===== src/rtl/card_strobe_seq.sv =====
module card_strobe_seq #(
  parameter int AW = 26,
  parameter int DW = 16,
  parameter int CW = 6
) (
  input  logic          clk,
  input  logic          rst_n,
  input  logic          req_valid,
  input  logic          req_write,
  input  logic          req_io,
  input  logic [AW-1:0] req_addr,
  input  logic [DW-1:0] req_wdata,
  input  logic [31:0]   mem_timing,
  input  logic [31:0]   io_timing,
  input  logic [DW-1:0] data_in,
  output logic          req_ready,
  output logic [AW-1:0] card_addr,
  output logic          addr_oe,
  output logic          ce_n,
  output logic          oe_n,
  output logic          we_n,
  output logic          iord_n,
  output logic          iowr_n,
  output logic [DW-1:0] data_out,
  output logic          data_oe,
  output logic [DW-1:0] rd_data,
  output logic          done
);
  localparam int AS_LO = 0,  AS_W = 4;
  localparam int SS_LO = 8,  SS_W = 4;
  localparam int SL_LO = 16, SL_W = 6;
  localparam int SH_LO = 24, SH_W = 4;

  typedef enum logic [2:0] {IDLE, ADS, STS, STB, STH, FIN} phase_t;
  phase_t st;

  logic [CW-1:0] cnt;
  logic [SS_W-1:0] t_ss;
  logic [SL_W-1:0] t_sl;
  logic [SH_W-1:0] t_sh;
  logic wr, io;

  wire [31:0]     tsel = req_io ? io_timing : mem_timing;
  wire [AS_W-1:0] n_as = tsel[AS_LO +: AS_W];
  wire [SS_W-1:0] n_ss = tsel[SS_LO +: SS_W];
  wire [SL_W-1:0] n_sl = tsel[SL_LO +: SL_W];
  wire [CW-1:0]   sl_last = (t_sl == '0) ? '0 : CW'(t_sl - 1'b1);
  wire            last = (cnt == '0);

  always_ff @(posedge clk or negedge rst_n) begin
    if (!rst_n) begin
      st <= IDLE; cnt <= '0; t_ss <= '0; t_sl <= '0; t_sh <= '0;
      wr <= 1'b0; io <= 1'b0; card_addr <= '0; data_out <= '0; rd_data <= '0;
    end else begin
      case (st)
        IDLE: if (req_valid) begin
          t_ss <= n_ss; t_sl <= n_sl; t_sh <= tsel[SH_LO +: SH_W];
          wr <= req_write; io <= req_io;
          card_addr <= req_addr; data_out <= req_wdata;
          if (n_as != '0) begin
            st <= ADS; cnt <= CW'(n_as - 1'b1);
          end else if (n_ss != '0) begin
            st <= STS; cnt <= CW'(n_ss - 1'b1);
          end else begin
            st <= STB; cnt <= (n_sl == '0) ? '0 : CW'(n_sl - 1'b1);
          end
        end
        ADS: if (!last) cnt <= cnt - 1'b1;
             else if (t_ss != '0) begin st <= STS; cnt <= CW'(t_ss - 1'b1); end
             else begin st <= STB; cnt <= sl_last; end
        STS: if (!last) cnt <= cnt - 1'b1;
             else begin st <= STB; cnt <= sl_last; end
        STB: if (!last) cnt <= cnt - 1'b1;
             else begin
               if (!wr) rd_data <= data_in;
               if (t_sh != '0) begin st <= STH; cnt <= CW'(t_sh - 1'b1); end
               else st <= FIN;
             end
        STH: if (!last) cnt <= cnt - 1'b1;
             else st <= FIN;
        default: st <= IDLE;
      endcase
    end
  end

  wire strobing = (st == STB);
  assign req_ready = (st == IDLE);
  assign done      = (st == FIN);
  assign addr_oe   = (st == ADS) || (st == STS) || (st == STB) || (st == STH);
  assign ce_n      = !((st == STS) || (st == STB) || (st == STH));
  assign oe_n      = !(strobing && !io && !wr);
  assign we_n      = !(strobing && !io &&  wr);
  assign iord_n    = !(strobing &&  io && !wr);
  assign iowr_n    = !(strobing &&  io &&  wr);
  assign data_oe   = wr && ((st == STB) || (st == STH) || (io && st == STS));
endmodule



===== config.mk =====
export PLATFORM = sky130hd
export DESIGN_NAME = card_strobe_seq
export DESIGN_NICKNAME = d
export VERILOG_FILES = /design/src/rtl/card_strobe_seq.sv
export SDC_FILE = /design/constraint.sdc
export NUM_CORES = 1
export LEC_CHECK = 0
export BUFFER_PORTS_ARGS = -buffer_cell sky130_fd_sc_hd__buf_4
export CORE_UTILIZATION = 48
export DETAILED_ROUTE_END_ITERATION = 6
export GPL_ROUTABILITY_DRIVEN = 0
export PLACE_DENSITY = 0.81
export SYNTH_ARGS = -nofsm -noshare
export SYNTH_HDL_FRONTEND = slang
export SYNTH_SLANG_ARGS = --single-unit

===== constraint.sdc =====
create_clock -name clk -period 2.92 [get_ports clk]
set_input_delay 0.438 -clock clk [delete_from_list [all_inputs] [get_ports clk]]
set_output_delay 0.438 -clock clk [all_outputs]
set_load 0.005 [all_outputs]

# After elaboration in Yosys (flattened, before gate mapping)
# Index checks and enable logic that the tools add are counted.
# totals
word_cells	88
out_inout_bits	67
in_bits	127
ff_bits	83
# op_classes
n_reduce_logical	35
muxes	23
bitwise_logic	1
eq_ne	12
n_addsub	7
# op_table
op	n
6-bit two-way mux	11
6-bit case mux with 5 select lines	1
28-bit two-way mux	1
4-bit by 1-bit subtractor with 5-bit output, second input constant	4
6-bit zero test	3
6-bit by 1-bit subtractor with 6-bit output, second input constant	3
4-bit nonzero test	4
3-bit two-way mux	5
3-bit case mux with 5 select lines	1
2-bit inequality test, second input constant	6
1-bit logical AND	8
1-bit zero test	7
1-bit logical OR	7
3-bit by 2-bit equality test with 1-bit output, second input constant	2
3-bit equality test, second input constant	2
5-bit AND reduction	1
5-bit nonzero test	1
4-bit AND reduction	1
3-bit by 1-bit equality test with 1-bit output, second input constant	1
3-bit zero test	1
1-bit two-way mux	3
3-bit by 2-bit inequality test with 1-bit output, second input constant	1
3-bit AND reduction	1
2-bit two-way mux	1
2 further kinds	2

# Logic depth before layout (Yosys ltp)
# Gate-level depths: netlist of the first run.
# logic_depth
ltp_word	7
depth_mapped	9
ltp_nobuf	7

# Worst setup path before layout of the first run
# Ideal clock, no wire load.
# synth_path
path_type	input to register
from	input port req_io
to	register cnt[3]
required_time_ns	2.793
slack_ns	0.402
arrival_ns	2.392
n_path_buf	3
cell_stages	9
setup_time_ns	0.127
path_cell_list	buf_2 > buf_2 > buf_2 > mux2i_1 > ha_1 > or4_1 > a311oi_1 > a2111o_1 > a211oi_1
# synth_between
elab_chain_cells	7
word_cells_on_any_way	12
classes_between	add/sub (3); mux (6); reduce/logical (3)
# synth_lines
item	line_no	text
from (decl)	10	input logic req_io,
28-bit two-way mux (*)	43	wire [31:0] tsel = req_io ? io_timing : mem_timing;
6-bit by 1-bit subtractor with 6-bit output / 6-bit zero test (equally long branches)	65	st <= STB; cnt <= (n_sl == '0) ? '0 : CW'(n_sl - 1'b1);
6-bit two-way mux	65	
6-bit two-way mux	62	end else if (n_ss != '0) begin
6-bit two-way mux (*)	60	if (n_as != '0) begin
6-bit two-way mux (*)	56	IDLE: if (req_valid) begin
6-bit case mux with 5 select lines (*)	55	case (st)
to (signal assigned)	68	ADS: if (!last) cnt <= cnt - 1'b1;
to (signal assigned)	71	STS: if (!last) cnt <= cnt - 1'b1;
to (signal assigned)	73	STB: if (!last) cnt <= cnt - 1'b1;
to (decl)	37	logic [CW-1:0] cnt;
# Mark *: on every way between the ends. The rest lies on a longest branch, timed or not. The select of a mux whose other input is x is not followed.
# A chain may end at the register's enable or synchronous reset.

# Worst setup path after layout of the first run
# layout_path
from	register cnt[0]
to	register rd_data[6]
# layout_between
elab_chain_cells	2
# layout_lines
item	line_no	text
6-bit zero test	48	wire last = (cnt == '0);
3-bit AND reduction (no source line)	--	
to (signal assigned)	75	if (!wr) rd_data <= data_in;
to (decl)	26	output logic [DW-1:0] rd_data,
# Every way passes these cells.

==> results of run 1 <==
area by class of cell:
type	count	share of cell area (%)
clock inverter	5	1.41
clock buffer	11	2.35
timing repair buffer	168	21.2
inverter	14	0.874
sequential	83	34.5
tap	108	2.25
multi-input combinational	283	37.4
cells in the mapped netlist (2+ instances only):
library cell and count:
nor3_1 11, o21a_1 2, nor2_1 27, o31ai_1 7, nand2_1 5, dfrtp_1 83
a311oi_1 2, xor2_1 5, nand2b_1 4, mux2i_1 19, buf_2 13, ha_1 9
nor3b_1 10, a32oi_1 2, a21boi_0 2, o221ai_2 2, or2_2 2, xnor2_1 2
o31a_1 2, o21ai_0 15, nand3b_1 2, nand3_1 3, or3_1 5, and4_1 2
or4_1 2, inv_1 14, a21oi_1 28, nor2b_1 6, o32ai_1 2, and3b_1 2
o211ai_1 4, clkbuf_1 6, a2111o_1 2, nor4_1 3, a31oi_1 5, mux2_2 63
a211oi_1 3
report_power, final:
part           internal [mW]  switching (mW)  leakage [nW]
Clock                  0.510           0.422         0.110
Combinational           1.39            1.04          1.68
Sequential              1.69           0.471          1.00
stage by stage:
stage / instances / hold WS, ns / total power, mW
final: 672 / 0.262 / 5.52
after global routing: 672 / 0.303 / 5.86
after detailed placement: 656 / 0.497 / 4.59
after floorplan: 402 / 0.142 / 3.45
after CTS: 672 / 0.306 / 5.54
after global placement: 656 / 0.490 / 4.45
critical path: cells and delay by family, from the launching register on:
kind,cells,cell delay (ns)
mux,1,0.36
simple gates,3,1.18
flops,1,0.40
fa+ha+maj,1,0.18
buf+inv,2,0.34
registers in the layout, summed over array words and instances, names as in the netlist:
signal     cells
card_addr     26
cnt            6
data_out      16
io             1
rd_data       16
st             3
t_sh           4
t_sl           6
t_ss           4
wr             1
layer usage:
metal	track usage, %	share of wire (%)	wire (um)
met1	29.1	38	4440
met4	7.23	1.9	223
met2	43.4	54	6320
met3	4.82	6.4	756
met5	0	0	0
worst paths after layout:
kind / end / from / slack [ns]
min in group clk: rd_data[3]$_DFFE_PN0P_ / data_in[3] / 0.31
max in group asynchronous: t_ss[0]$_DFFE_PN0P_ / rst_n / 1.98
setup reg to reg: rd_data[6]$_DFFE_PN0P_ / cnt[0]$_DFFE_PN0P_ / 0.35
hold reg to reg: data_out[9]$_DFFE_PN0P_ / data_out[9]$_DFFE_PN0P_ / 0.51
setup / recovery: rd_data[6]$_DFFE_PN0P_ / cnt[0]$_DFFE_PN0P_ / 0.35
hold / removal: rd_data[10]$_DFFE_PN0P_ / rst_n / 0.26
cells by family (layout without fill, tap and decap cells):
kind of cell / count (synthesis) / in the layout / synth area share, %
compound gates: 91 / 91 / 13.9
xor+xnor: 7 / 7 / 1.37
fa+ha+maj: 10 / 10 / 2.74
buf+inv: 36 / 198 / 3.58
flops: 83 / 83 / 46.4
mux: 82 / 82 / 20.1
simple gates: 93 / 93 / 12.0
==> out/results.txt, run 1 <==
Slew headroom: 30.5%
Nets: 695
Final instance area: 0.00601 mm2
DR WL/cell: 17.5 um
Row count: 34
Vias per cell: 5.81
Critical path class: register to register
Post-route DRC violation count: 0
Die area: 0.00972 mm2
Filler Cells Inserted: 667
Top cells by area, synth: dfrtp_1 46%, mux2_2 16%, mux2i_1 4.2%, a21oi_1 3.1%, ha_1 2.5%
Worst R2R Path Depth: 7
Area taken by multi-input logic gates: 0.00225 mm2
FMAX: 0.389 GHz
Commonest non-fill, non-tap cells in the layout: 167 x buf_4, 83 x dfrtp_1, 63 x mux2_2
Area after DPL: 0.00579 mm2
Setup TNS: 0 ns
Largest net degree at the start of global routing: 84
Ys Warns: 0
PD cells: 918 mW/mm2
Core area: 0.00889 mm2
Top_reg_cell synth: dfrtp_1
EDFF count, synth: 0
Share of layout cells above drive strength 1: 45.2%
Worst setup margin: 0.348 ns
Cts hold-fix bufs: 0
Routed Antenna Nets: 0
CTS tree: yes
Setup crit start kind: register
CTS buffer count: 9
Port buffer count: 165
Maximum root-to-sink buffer count: 2
Area fraction of the dominant cell type after synthesis: 46.4%
GR Overflow Total: 0
WL final: 11,700 um
Synth cell types: 63
Unrepaired setup endpoints after global routing: false
Minimum clock period: 2.57 ns
CTS root buffer: clkbuf_8
Max Fanout on Critical Path: 16
Worst slack at placement: 0.349 ns
Final hold violations: 0
# diodes: 0
CP peak stage delay: 0.59 ns
Initial antenna violation count: 0
Tot GR Track Use: 24.1%
Die X: 98.6 um
First-pass GRT wire length: 18,400 um
CP max stage cell: or4b_1
Clk_skew: 0.0127 ns
Fin crit share: 88.1%
Crit. End Element: register
Mean area per synthesized cell: 11.1 um2
Post-Synthesis Cells: 402
Worst-path clk slew: 0.09 ns
Postcts setup bufs: 0
Final Max Slew Viols: 0
Async set-reset flop share out of synthesis: 100%
Mapped Nets: 538
Final core utilization: 67.6%
CTS H-tree depth: 3
Crit-path cells: inv_1, ha_1, or4b_1, or2_0, nor3_4, buf_4, mux2_2
Required @ worst endpoint: 3.15 ns
Worst-Skew Late Latency: 0.35 ns
Vias in the first global route: 3,761
DP HPWL: 8870 um
Crit path DAT: 2.81 ns
Slew @ Worst Pin: 1.04 ns
Synthesis-to-layout area growth: 34.3%
Area leader, netlist: dfrtp_1
Die Height: 98.6 um
Via count: 3,904
Seq/Total Area, Yosys: 46.4%
Worst Hold Class: input port to asynchronous set/reset pin
Sink Count: 83
Iteration count of the initial detailed-routing pass: 7
Yosys reg bits: 83
Leakage: 2.79 nW
VDD IR-drop max: 0.612 mV
Starting density of the core: 50.4%
Reg area: 0.00208 mm2
Post-CTS sizing: 0
Commonest non-fill, non-tap cell in the layout: buf_4
# setup viols final: 0
MaxCap Viol Count: 0
Mapped cell area: 0.00448 mm2
Run status: finished clean
Total I/O pin count: 194
Iteration-0 DRC Markers: 285
Note: power is estimated with default switching activity, not from simulation.
==> run 2: changes to the inputs <==
- CORE_UTILIZATION: 48 -> 52
- PLACE_DENSITY: 0.81 -> 0.86
- clock period: 2.92 -> 3.25 ns (I/O delays scaled with it)
==> run 2 against run 1 <==
  * Cell count decreased by 0.45%
  * Routed wire length rose by 1.3%
  * Largest power group unchanged
  * Via count barely moved
  * Clock skew fell by 0.0069 ns
  * Sequential cell count did not move
  * Core utilization rose by 5.4 points
  * Critical endpoint unchanged
  * Largest cell class unchanged
  * First-iteration DRC count decreased by 9.1%
  * Cell area is 0.27% higher
  * Clock power is 4.5% lower
  * Clock-buffer cell count decreased by 2
  * Sequential power shrank 10%
  * Combinational power shrank 9.9%
==> out/results.txt, run 2 (same netlist as run 1, synthesis figures left out) <==
Clk_skew: 0.00577 ns (-0.00690 ns)
Initial antenna violation count: 0 (unchanged)
Total I/O pin count: 194 (unchanged)
Setup TNS: 0 ns (unchanged)
# setup viols final: 0 (unchanged)
Final core utilization: 73.0% (+5.4 points)
Crit path DAT: 2.86 ns (+0.05 ns)
Filler Cells Inserted: 583 (-13%)
Comb pwr share: 43.6% (-0.4 points)
Placed insts: 654 (-0.30%)
Sink Count: 83 (unchanged)
Setup crit start kind: register
Via count: 3,907 (+0.077%)
Minimum clock period: 2.61 ns (+0.0425 ns)
Layout Cells excl Fill: 669 (-0.45%)
Postcts setup bufs: 0 (unchanged)
Post-route DRC violation count: 0 (unchanged)
# diodes: 0 (unchanged)
Slew @ Worst Pin: 1.03 ns (-0.00804 ns)
Unrepaired setup endpoints after global routing: false
VDD IR-drop max: 0.533 mV (-13%)
Routed Antenna Nets: 0 (unchanged)
Share of layout cells above drive strength 1: 45.4% (+0.18 points)
Reg with most FFs: card_addr
MaxCap Viol Count: 0 (unchanged)
Row count: 33 (-2.9%)
Max Fanout on Critical Path: 16 (unchanged)
Iteration-0 DRC Markers: 259 (-9.1%)
CTS root buffer: clkbuf_8
GR Overflow Total: 0 (unchanged)
Commonest non-fill, non-tap cells in the layout: 168 x buf_4, 83 x dfrtp_1, 63 x mux2_2
Worst-path clk slew: 0.09 ns (about the same)
PD cells: 834 mW/mm2 (-9.2%)
Synthesis-to-layout area growth: 34.6%
Seq pwr share: 38.7% (-0.4 points)
CP max stage cell: or4b_1
Leakage: 2.81 nW (+0.38%)
Largest net degree at the start of global routing: 84 (unchanged)
Net switching fraction of the power: 34.7% (-0.26 points)
CTS buffer count: 9 (unchanged)
CTS H-tree depth: 3 (unchanged)
Largest regs: card_addr x26, data_out x16, rd_data x16
Iteration count of the initial detailed-routing pass: 4 (-3)
Die X: 94.8 um (-3.8%)
Worst-Skew Late Latency: 0.36 ns (about the same)
Worst slack at placement: 0.615 ns (+0.266 ns)
Total power: 5.03 mW (-9.0%)
Worst setup margin: 0.636 ns (+0.287 ns)
Die Height: 94.8 um (-3.8%)
Core area: 0.00826 mm2 (-7.1%)
DP HPWL: 8930 um (+0.63%)
FMAX: 0.383 GHz (-1.6%)
Final hold violations: 0 (unchanged)
DR WL/cell: 17.8 um (+1.7%)
Maximum root-to-sink buffer count: 2 (unchanged)
Port buffer count: 165 (unchanged)
Critical path class: register to register
First-pass GRT wire length: 18,200 um (-1.2%)
Die area: 0.00899 mm2 (-7.5%)
Commonest non-fill, non-tap cell in the layout: buf_4
Crit. End Element: register
Tot GR Track Use: 26.5% (+2.4 points)
P_int: 3.28 mW (-8.6%)
CP peak stage delay: 0.61 ns (+0.02 ns)
Nets: 696 (+0.14%)
WL final: 11,900 um (+1.3%)
R2r setup slk: 0.64 ns (+0.29 ns)
Final Max Slew Viols: 0 (unchanged)
Slew headroom: 31.0% (+0.54 points)
Post-CTS sizing: 0 (unchanged)
Cts hold-fix bufs: 0 (unchanged)
Worst Hold Class: input port to asynchronous set/reset pin
Run status: finished clean
Clock share of power: 17.7% (+0.8 points)
Crit-path cells: inv_1, ha_1, or4b_1, or2_0, nor3_4, buf_4, mux2_2
Max FFs per register: 26 (unchanged)
Fin crit share: 80.4% (-7.6 points)
Switching power: 1.75 mW (-9.7%)
Starting density of the core: 54.2% (+3.9 points)
Required @ worst endpoint: 3.49 ns (+0.34 ns)
Vias per cell: 5.84 (+0.53%)
CTS tree: yes
Vias in the first global route: 3,846 (+2.3%)
==> run 2: final cells by class <==
| cell class | instances | area (um2) | share of cell area, % |
|---|---|---|---|
| clock buffers | 9 | 124 | 2.05 |
| clock inverters | 6 | 115 | 1.91 |
| inverters | 14 | 52.6 | 0.871 |
| multi-input cells | 283 | 2250 | 37.3 |
| flip-flops and latches | 83 | 2080 | 34.4 |
| well taps | 105 | 131 | 2.18 |
| repair buffers | 169 | 1280 | 21.2 |
==> run 2: worst max-delay path: cells and delay by family (launching register included) <==
family | cells | cell delay (ns)
simple gates | 3 | 1.20
flops | 1 | 0.40
mux | 1 | 0.38
fa+ha+maj | 1 | 0.18
buf+inv | 2 | 0.34
==> run 2: power groups by stage <==
stage | clock (mW) | combinational [mW] | sequential [mW]
detailed placement | 0 | 2.18 | 1.95
finish | 0.891 | 2.19 | 1.94
global placement | 0 | 2.09 | 1.90
CTS | 0.903 | 2.19 | 1.94
floorplan | 0 | 1.26 | 1.84
global route | 0.940 | 2.40 | 2.02
==> run 2: path summary, 6_finish.rpt <==
kind,startpoint,endpoint,depth (start not counted)
worst max-delay path,cnt[0]$_DFFE_PN0P_,rd_data[6]$_DFFE_PN0P_,7
worst min-delay path,rst_n,rd_data[13]$_DFFE_PN0P_,1
worst max register to register,cnt[0]$_DFFE_PN0P_,rd_data[6]$_DFFE_PN0P_,7
worst min register to register,data_out[6]$_DFFE_PN0P_,data_out[6]$_DFFE_PN0P_,1
max in group asynchronous,rst_n,t_ss[3]$_DFFE_PN0P_,1
min in group clk,req_addr[24],card_addr[24]$_DFFE_PN0P_,2
==> run 2: routing by layer <==
layer | share of wire (%) | global-route usage [%] | wire, um
met3 | 5.7 | 6.28 | 672
met1 | 38 | 31.1 | 4500
met5 | 0 | 0 | 0
met4 | 2.4 | 8.84 | 291
met2 | 54 | 47.1 | 6430
==> run 2: per-stage QoR <==
| step | hold WS [ns] | area [um2] |
|---|---|---|
| 5_1_grt | 0.337 | 6030 |
| 2_1_floorplan | 0.192 | 4480 |
| 6_report | 0.296 | 6030 |
| 3_5_place_dp | 0.497 | 5790 |
| 3_3_place_gp | 0.490 | 5790 |
| 4_1_cts | 0.342 | 6030 |
